### config.mk
export PLATFORM = sky130hd
export DESIGN_NAME = i2c_lr_slave
export DESIGN_NICKNAME = d
export VERILOG_FILES = /design/src/rtl/i2c_lr_pkg.sv /design/src/rtl/i2c_lr_bus_sync.sv /design/src/rtl/i2c_lr_fifo.sv /design/src/rtl/i2c_lr_engine.sv /design/src/rtl/i2c_lr_slave.sv
export SDC_FILE = /design/constraint.sdc
export NUM_CORES = 1
export LEC_CHECK = 0
export BUFFER_PORTS_ARGS = -buffer_cell sky130_fd_sc_hd__buf_2
export CORE_MARGIN = 2
export CORE_UTILIZATION = 40
export DETAILED_ROUTE_END_ITERATION = 7
export PLACE_DENSITY = 0.66
export SKIP_CTS_REPAIR_TIMING = 1
export SLEW_MARGIN = 40
export SYNTH_ARGS = -nofsm -noshare
export SYNTH_HDL_FRONTEND = slang
export SYNTH_HIERARCHICAL = 1
export SYNTH_SLANG_ARGS = --single-unit
export TNS_END_PERCENT = 100
### constraint.sdc
create_clock -name clk -period 5.1 [get_ports clk]
set_input_delay 0.765 -clock clk [delete_from_list [all_inputs] [get_ports clk]]
set_output_delay 0.765 -clock clk [all_outputs]
set_load 0.005 [all_outputs]
### src/rtl/i2c_lr_pkg.sv
// Shared definitions for the count-prefixed I2C target.
// Assumes 8-bit bus bytes; the transaction state encoding is local to the engine.
package i2c_lr_pkg;

    localparam int BYTE_W = 8;
    localparam logic [BYTE_W-1:0] FILL_BYTE = 8'hFF;
    localparam logic [3:0] BITS_PER_BYTE = 4'd8;

    typedef enum logic [2:0] {
        ST_IDLE,
        ST_ADDR,
        ST_ADDR_ACK,
        ST_WR,
        ST_WR_ACK,
        ST_RD,
        ST_RD_ACK,
        ST_SKIP
    } txn_state_e;

endpackage

### src/rtl/i2c_lr_bus_sync.sv
// Synchronizes SCL and SDA into the clock domain and derives bus events.
// Assumes the bus lines are idle-high and that each SCL phase lasts several clocks.
module i2c_lr_bus_sync (
    input  logic clk,
    input  logic rst_n,
    input  logic scl_i,
    input  logic sda_i,
    output logic scl_rise,
    output logic scl_fall,
    output logic sda_lvl,
    output logic start_det,
    output logic stop_det
);
    logic [2:0] scl_pipe;
    logic [2:0] sda_pipe;

    // Two synchronizer stages plus one history stage per line.
    always_ff @(posedge clk) begin
        if (!rst_n) begin
            scl_pipe <= 3'b111;
            sda_pipe <= 3'b111;
        end else begin
            scl_pipe <= {scl_pipe[1:0], scl_i};
            sda_pipe <= {sda_pipe[1:0], sda_i};
        end
    end

    // Event decode between the current and previous synchronized samples.
    always_comb begin
        scl_rise  = scl_pipe[1] & ~scl_pipe[2];
        scl_fall  = ~scl_pipe[1] & scl_pipe[2];
        sda_lvl   = sda_pipe[1];
        start_det = scl_pipe[1] & scl_pipe[2] & sda_pipe[2] & ~sda_pipe[1];
        stop_det  = scl_pipe[1] & scl_pipe[2] & ~sda_pipe[2] & sda_pipe[1];
    end

endmodule

### src/rtl/i2c_lr_fifo.sv
// Show-ahead FIFO: dout is the oldest entry whenever count is non-zero.
// Assumes DEPTH >= 2; a push while full and a pop while empty are dropped.
module i2c_lr_fifo #(
    parameter int WIDTH = 8,
    parameter int DEPTH = 16,
    localparam int AW   = $clog2(DEPTH),
    localparam int CW   = $clog2(DEPTH + 1)
) (
    input  logic             clk,
    input  logic             rst_n,
    input  logic             push,
    input  logic [WIDTH-1:0] din,
    input  logic             pop,
    output logic [WIDTH-1:0] dout,
    output logic [CW-1:0]    count
);
    logic [WIDTH-1:0] mem [DEPTH];
    logic [AW-1:0]    wr_ptr;
    logic [AW-1:0]    rd_ptr;
    logic             do_push;
    logic             do_pop;

    // Qualify requests against the current occupancy.
    always_comb begin
        do_push = push && (32'(count) < DEPTH);
        do_pop  = pop && (count != '0);
        dout    = mem[rd_ptr];
    end

    // Storage write, no reset needed on the data.
    always_ff @(posedge clk) begin
        if (do_push) mem[wr_ptr] <= din;
    end

    // Pointer and occupancy bookkeeping.
    always_ff @(posedge clk) begin
        if (!rst_n) begin
            wr_ptr <= '0;
            rd_ptr <= '0;
            count  <= '0;
        end else begin
            if (do_push) wr_ptr <= (wr_ptr == AW'(DEPTH - 1)) ? '0 : wr_ptr + 1'b1;
            if (do_pop)  rd_ptr <= (rd_ptr == AW'(DEPTH - 1)) ? '0 : rd_ptr + 1'b1;
            case ({do_push, do_pop})
                2'b10:   count <= count + 1'b1;
                2'b01:   count <= count - 1'b1;
                default: count <= count;
            endcase
        end
    end

endmodule

### src/rtl/i2c_lr_engine.sv
// Transaction engine: address match, write queuing, count-prefixed reads.
// Assumes bus events from i2c_lr_bus_sync; updates SDA only on a detected SCL fall,
// except when START, STOP or disable abort the transaction.
module i2c_lr_engine
    import i2c_lr_pkg::*;
#(
    parameter int CNT_W = 5
) (
    input  logic              clk,
    input  logic              rst_n,
    input  logic              en,
    input  logic [6:0]        own_addr,
    input  logic              scl_rise,
    input  logic              scl_fall,
    input  logic              sda_lvl,
    input  logic              start_det,
    input  logic              stop_det,
    input  logic              rx_full,
    output logic              rx_push,
    output logic [BYTE_W-1:0] rx_wdata,
    input  logic [CNT_W-1:0]  tx_count,
    input  logic [BYTE_W-1:0] tx_head,
    output logic              tx_pop,
    output logic              sda_oe
);
    txn_state_e        state;
    logic [3:0]        bit_cnt;
    logic [BYTE_W-1:0] rx_sh;
    logic [BYTE_W-1:0] tx_sh;
    logic [BYTE_W-1:0] promised;
    logic [BYTE_W-1:0] sent;
    logic              is_read;
    logic              ctrl_ack;
    logic [BYTE_W-1:0] len_now;
    logic              have_data;
    logic [BYTE_W-1:0] next_byte;

    // Count byte snapshot and selection of the next outgoing data byte.
    always_comb begin
        len_now   = (32'(tx_count) > 32'd255) ? 8'hFF : 8'(tx_count);
        have_data = sent < promised;
        next_byte = have_data ? tx_head : FILL_BYTE;
    end

    // Bus transaction state machine.
    always_ff @(posedge clk) begin
        if (!rst_n) begin
            state    <= ST_IDLE;
            bit_cnt  <= '0;
            rx_sh    <= '0;
            tx_sh    <= '0;
            promised <= '0;
            sent     <= '0;
            is_read  <= 1'b0;
            ctrl_ack <= 1'b0;
            rx_push  <= 1'b0;
            rx_wdata <= '0;
            tx_pop   <= 1'b0;
            sda_oe   <= 1'b0;
        end else begin
            rx_push <= 1'b0;
            tx_pop  <= 1'b0;
            if (!en || stop_det) begin
                state   <= ST_IDLE;
                bit_cnt <= '0;
                sda_oe  <= 1'b0;
            end else if (start_det) begin
                state   <= ST_ADDR;
                bit_cnt <= '0;
                sda_oe  <= 1'b0;
            end else begin
                case (state)
                    ST_ADDR: begin
                        if (scl_rise) begin
                            rx_sh   <= {rx_sh[6:0], sda_lvl};
                            bit_cnt <= bit_cnt + 1'b1;
                        end else if (scl_fall && bit_cnt == BITS_PER_BYTE) begin
                            bit_cnt <= '0;
                            if (rx_sh[7:1] == own_addr) begin
                                sda_oe   <= 1'b1;
                                is_read  <= rx_sh[0];
                                promised <= len_now;
                                sent     <= '0;
                                state    <= ST_ADDR_ACK;
                            end else begin
                                state <= ST_SKIP;
                            end
                        end
                    end
                    ST_ADDR_ACK: begin
                        if (scl_fall) begin
                            if (is_read) begin
                                tx_sh  <= promised;
                                sda_oe <= ~promised[7];
                                state  <= ST_RD;
                            end else begin
                                sda_oe <= 1'b0;
                                state  <= ST_WR;
                            end
                        end
                    end
                    ST_WR: begin
                        if (scl_rise) begin
                            rx_sh   <= {rx_sh[6:0], sda_lvl};
                            bit_cnt <= bit_cnt + 1'b1;
                        end else if (scl_fall && bit_cnt == BITS_PER_BYTE) begin
                            bit_cnt <= '0;
                            state   <= ST_WR_ACK;
                            if (!rx_full) begin
                                rx_push  <= 1'b1;
                                rx_wdata <= rx_sh;
                                sda_oe   <= 1'b1;
                            end
                        end
                    end
                    ST_WR_ACK: begin
                        if (scl_fall) begin
                            sda_oe <= 1'b0;
                            state  <= ST_WR;
                        end
                    end
                    ST_RD: begin
                        if (scl_rise) begin
                            bit_cnt <= bit_cnt + 1'b1;
                        end else if (scl_fall) begin
                            if (bit_cnt == BITS_PER_BYTE) begin
                                bit_cnt <= '0;
                                sda_oe  <= 1'b0;
                                state   <= ST_RD_ACK;
                            end else begin
                                tx_sh  <= {tx_sh[6:0], 1'b0};
                                sda_oe <= ~tx_sh[6];
                            end
                        end
                    end
                    ST_RD_ACK: begin
                        if (scl_rise) begin
                            ctrl_ack <= ~sda_lvl;
                        end else if (scl_fall) begin
                            if (!ctrl_ack) begin
                                state <= ST_SKIP;
                            end else begin
                                if (have_data) begin
                                    tx_pop <= 1'b1;
                                    sent   <= sent + 1'b1;
                                end
                                tx_sh  <= next_byte;
                                sda_oe <= ~next_byte[7];
                                state  <= ST_RD;
                            end
                        end
                    end
                    default: begin
                        sda_oe <= 1'b0;
                    end
                endcase
            end
        end
    end

endmodule

### src/rtl/i2c_lr_slave.sv
// Top of the count-prefixed I2C target: bus front end, engine and two FIFOs.
// Assumes open-drain SDA is modelled by sda_oe and that SCL is never held by this block.
module i2c_lr_slave
    import i2c_lr_pkg::*;
#(
    parameter int         FIFO_DEPTH = 16,
    parameter logic [6:0] RESET_ADDR = 7'h28
) (
    input  logic              clk,
    input  logic              rst_n,
    input  logic              en,
    input  logic              addr_we,
    input  logic [6:0]        addr_wdata,
    input  logic              scl_i,
    input  logic              sda_i,
    output logic              sda_oe,
    input  logic              rx_pop,
    output logic [BYTE_W-1:0] rx_data,
    output logic              rx_empty,
    output logic              rx_full,
    input  logic              tx_push,
    input  logic [BYTE_W-1:0] tx_data,
    output logic              tx_full
);
    localparam int CNT_W = $clog2(FIFO_DEPTH + 1);

    logic [6:0]        own_addr;
    logic              scl_rise;
    logic              scl_fall;
    logic              sda_lvl;
    logic              start_det;
    logic              stop_det;
    logic              rx_push;
    logic [BYTE_W-1:0] rx_wdata;
    logic [CNT_W-1:0]  rx_count;
    logic              tx_pop;
    logic [BYTE_W-1:0] tx_head;
    logic [CNT_W-1:0]  tx_count;

    // Host-writable bus address register.
    always_ff @(posedge clk) begin
        if (!rst_n)       own_addr <= RESET_ADDR;
        else if (addr_we) own_addr <= addr_wdata;
    end

    // FIFO status flags from occupancy.
    always_comb begin
        rx_empty = (rx_count == '0);
        rx_full  = (32'(rx_count) == FIFO_DEPTH);
        tx_full  = (32'(tx_count) == FIFO_DEPTH);
    end

    i2c_lr_bus_sync u_bus (
        .clk       (clk),
        .rst_n     (rst_n),
        .scl_i     (scl_i),
        .sda_i     (sda_i),
        .scl_rise  (scl_rise),
        .scl_fall  (scl_fall),
        .sda_lvl   (sda_lvl),
        .start_det (start_det),
        .stop_det  (stop_det)
    );

    i2c_lr_engine #(.CNT_W(CNT_W)) u_eng (
        .clk       (clk),
        .rst_n     (rst_n),
        .en        (en),
        .own_addr  (own_addr),
        .scl_rise  (scl_rise),
        .scl_fall  (scl_fall),
        .sda_lvl   (sda_lvl),
        .start_det (start_det),
        .stop_det  (stop_det),
        .rx_full   (rx_full),
        .rx_push   (rx_push),
        .rx_wdata  (rx_wdata),
        .tx_count  (tx_count),
        .tx_head   (tx_head),
        .tx_pop    (tx_pop),
        .sda_oe    (sda_oe)
    );

    i2c_lr_fifo #(.WIDTH(BYTE_W), .DEPTH(FIFO_DEPTH)) u_rxq (
        .clk   (clk),
        .rst_n (rst_n),
        .push  (rx_push),
        .din   (rx_wdata),
        .pop   (rx_pop),
        .dout  (rx_data),
        .count (rx_count)
    );

    i2c_lr_fifo #(.WIDTH(BYTE_W), .DEPTH(FIFO_DEPTH)) u_txq (
        .clk   (clk),
        .rst_n (rst_n),
        .push  (tx_push),
        .din   (tx_data),
        .pop   (tx_pop),
        .dout  (tx_head),
        .count (tx_count)
    );

endmodule

==> impl_metrics.json <==
{
  "max_slew.worst_pin.slew_ns": 0.7935,
  "hold_path_class": "reg2reg",
  "coreArea_sq_um": 36260,
  "hold_viol": 0,
  "min_to": "u_bus/sda_pipe[1]",
  "multiInputGateArea_sq_um": 4768,
  "max-cap-violations": 0,
  "vias": 7834,
  "power_frac_comb": 0.018,
  "synth_top_cell_area_share": 0.5258,
  "end_kind": "primary output",
  "slew-limit-headroom": 0.4691,
  "dieArea_sq_um": 38090,
  "die_h_um": 195.2,
  "finalClockSkew_ns": 0.009558,
  "num_io_pins": 35,
  "synth-edff-count": 256,
  "stdcell_area_sq_um": 16380,
  "fin_crit_ns": 3.287,
  "worst_ep_arrival_time_ns": 2.52,
  "ys_ff_latch": 351,
  "cts_max_path_buffers": 3,
  "seq_power_share": 0.542,
  "rows": 70,
  "syn_nets": 971,
  "cts.sinks": 351,
  "drt-total-wl_um": 27850,
  "worstPathMaxFanout": 32,
  "syn_inst": 925,
  "grt_pass1_vias": 7679,
  "r2r_cells": 10,
  "yosysUniqueCellTypes": 64,
  "grt_pass1_wl_um": 43670,
  "numPortBuffers": 34,
  "period_share": 0.6445,
  "crit_path_cell_trace": "mux4_1 -> mux4_2 -> buf_2",
  "syn_area_sq_um": 14620,
  "slowest_stage": "dfxtp_4",
  "drt-vias-per-instance": 5.373,
  "cts_tree": "built",
  "drc": 0,
  "r2r_end": "u_txq/count[2]",
  "max-vdd-ir-drop_mv": 0.2942,
  "fin_util": 0.4516,
  "startpoint_type": "flop",
  "async_flop_share": 0,
  "p_sw_mw": 1.115,
  "synth_common_cells": "edfxtp_1 (256), dfxtp_1 (95), nor2_1 (86)",
  "holdWs_ns": 0.4040,
  "setup-tns-final_ns": 0,
  "yosysMostFrequentCell": "edfxtp_1",
  "slowest_delay_ns": 0.72,
  "ys_seq_area_frac": 0.6559,
  "ctsHtreeMaxLevel": 2,
  "required_ns": 4.34,
  "totalPowerFinal_mw": 5.659,
  "die_w_um": 195.2,
  "dp_slack_ns": 2.083,
  "synthTopCellsByArea": "edfxtp_1 (53%), dfxtp_1 (13%), mux4_2 (8.0%)",
  "dpl.cell_count": 1393,
  "routedWlPerCell_um": 19.10,
  "r2r_start": "u_txq/count[1]",
  "r2r_slack_ns": 2.32,
  "leakagePower_nw": 4.985,
  "grt_setup_unrepaired": "false",
  "p_int_mw": 4.544,
  "clkPwrFrac": 0.440,
  "seqCellArea_sq_um": 9599,
  "ys.warnings.count": 6,
  "fin_nets": 1010,
  "finalNonFillerCells": 1458,
  "postSynthAreaPerCell_sq_um": 15.80,
  "drive_gt1_frac": 0.1798,
  "clk_latency_ns": 0.52,
  "antenna_cells": 0,
  "ant_nets": 0,
  "drtIter0Drc": 440,
  "power_density_nw_per_um2": 345.6,
  "gp_congestion": 0.7999,
  "track_usage": 0.1473,
  "area_growth_pct": 12.02,
  "sw_frac_of_total": 0.1971,
  "synthFlopType": "edfxtp_1",
  "maxSlewViolCount": 0,
  "outcome": "finished, final reports clean",
  "clk_pin_slew_ns": 0.06,
  "setup_viol": 0,
  "crit_type": "reg2out",
  "min_from": "u_bus/sda_pipe[0]",
  "numCtsBuffers": 37,
  "fmaxAchievable_mhz": 304.2,
  "worst_hold_path.num_cells": 1,
  "fillers": 3170,
  "firstDrtPassIters": 4,
  "dp_hpwl_um": 18010,
  "yosysTopAreaCell": "edfxtp_1",
  "placed_area_sq_um": 15250,
  "overflow": 0,
  "antenna_found_initial": 0,
  "setup_slack_ns": 1.813,
  "grt_max_degree": 39,
  "initial_core_util": 0.4032,
  "clockRootBuffer": "clkbuf_16"
}
## cell families (layout without fill, tap and decap cells)
logic type / Yosys count / after routing / synth area share
flops: 351 / 351 / 0.6559
simple gates: 227 / 227 / 0.07789
compound gates: 120 / 120 / 0.05289
mux: 118 / 118 / 0.1565
buf+inv: 64 / 129 / 0.02396
fa+ha+maj: 23 / 23 / 0.01969
xor+xnor: 22 / 22 / 0.01318
## final cells by class
type / instances / area share
sequential: 351 / 0.5862
multi-input combinational: 510 / 0.2912
clock buffer: 47 / 0.05944
tap: 468 / 0.03576
timing repair buffer: 41 / 0.01360
clock inverter: 18 / 0.008557
inverter: 23 / 0.005272
## layout by cell type, fill, tap and decap left out, drive strengths merged, types with 23 or more instances in the layout
cell type / count
a21oi: 37
buf: 41
clkbuf: 47
dfxtp: 95
edfxtp: 256
ha: 23
inv: 23
mux2i: 38
mux4: 80
nand2: 46
nor2: 86
o21ai: 29
## per-layer routing
layer	track usage	vias to the layer above	wire (um)
li1	-	3693	-
met1	0.1901	3938	12200
met2	0.2536	154	13880
met3	0.02366	49	1007
met4	0.05089	0	768
met5	0	-	0
## power groups by stage
stage / clock [mW] / sequential (mW) / combinational [mW]
global placement: 0 / 3.13 / 0.0978
CTS: 2.56 / 3.07 / 0.102
global route: 2.65 / 3.07 / 0.113
finish: 2.49 / 3.07 / 0.100
floorplan: 0 / 3.13 / 0.0580
detailed placement: 0 / 3.13 / 0.101
## flip-flops by register name, indices dropped and copies added, names as in the netlist, 4 cells and up, named ones only
signal	cells
u_rxq/wr_ptr	4
u_rxq/count	5
u_eng/sent	8
u_txq/rd_ptr	4
u_eng/promised	5
u_eng/rx_wdata	8
u_eng/bit_cnt	4
u_eng/tx_sh	7
u_rxq/rd_ptr	4
u_txq/wr_ptr	4
u_txq/count	5
u_rxq/mem	128
own_addr	7
u_eng/rx_sh	8
u_txq/mem	128
## critical path, delay by kind of cell, from the launching register on
family   cells  cell delay [ns]
mux          2             1.12
buf+inv      1             0.15
flops        1             0.72
## how the worst max path moves through the flow
stage | start | end | slack (ns) | cells past startpoint
2_1_floorplan | tx_push | u_txq/count[2] | 2.37 | 10
3_3_place_gp | flop | rx_data[0] | 2.07 | 3
3_5_place_dp | flop | rx_data[1] | 2.08 | 4
4_1_cts | flop | rx_data[1] | 1.51 | 4
5_1_grt | flop | rx_data[1] | 1.69 | 3
6_report | flop | rx_data[0] | 1.81 | 3
Note: power is estimated with default switching activity, not from simulation.
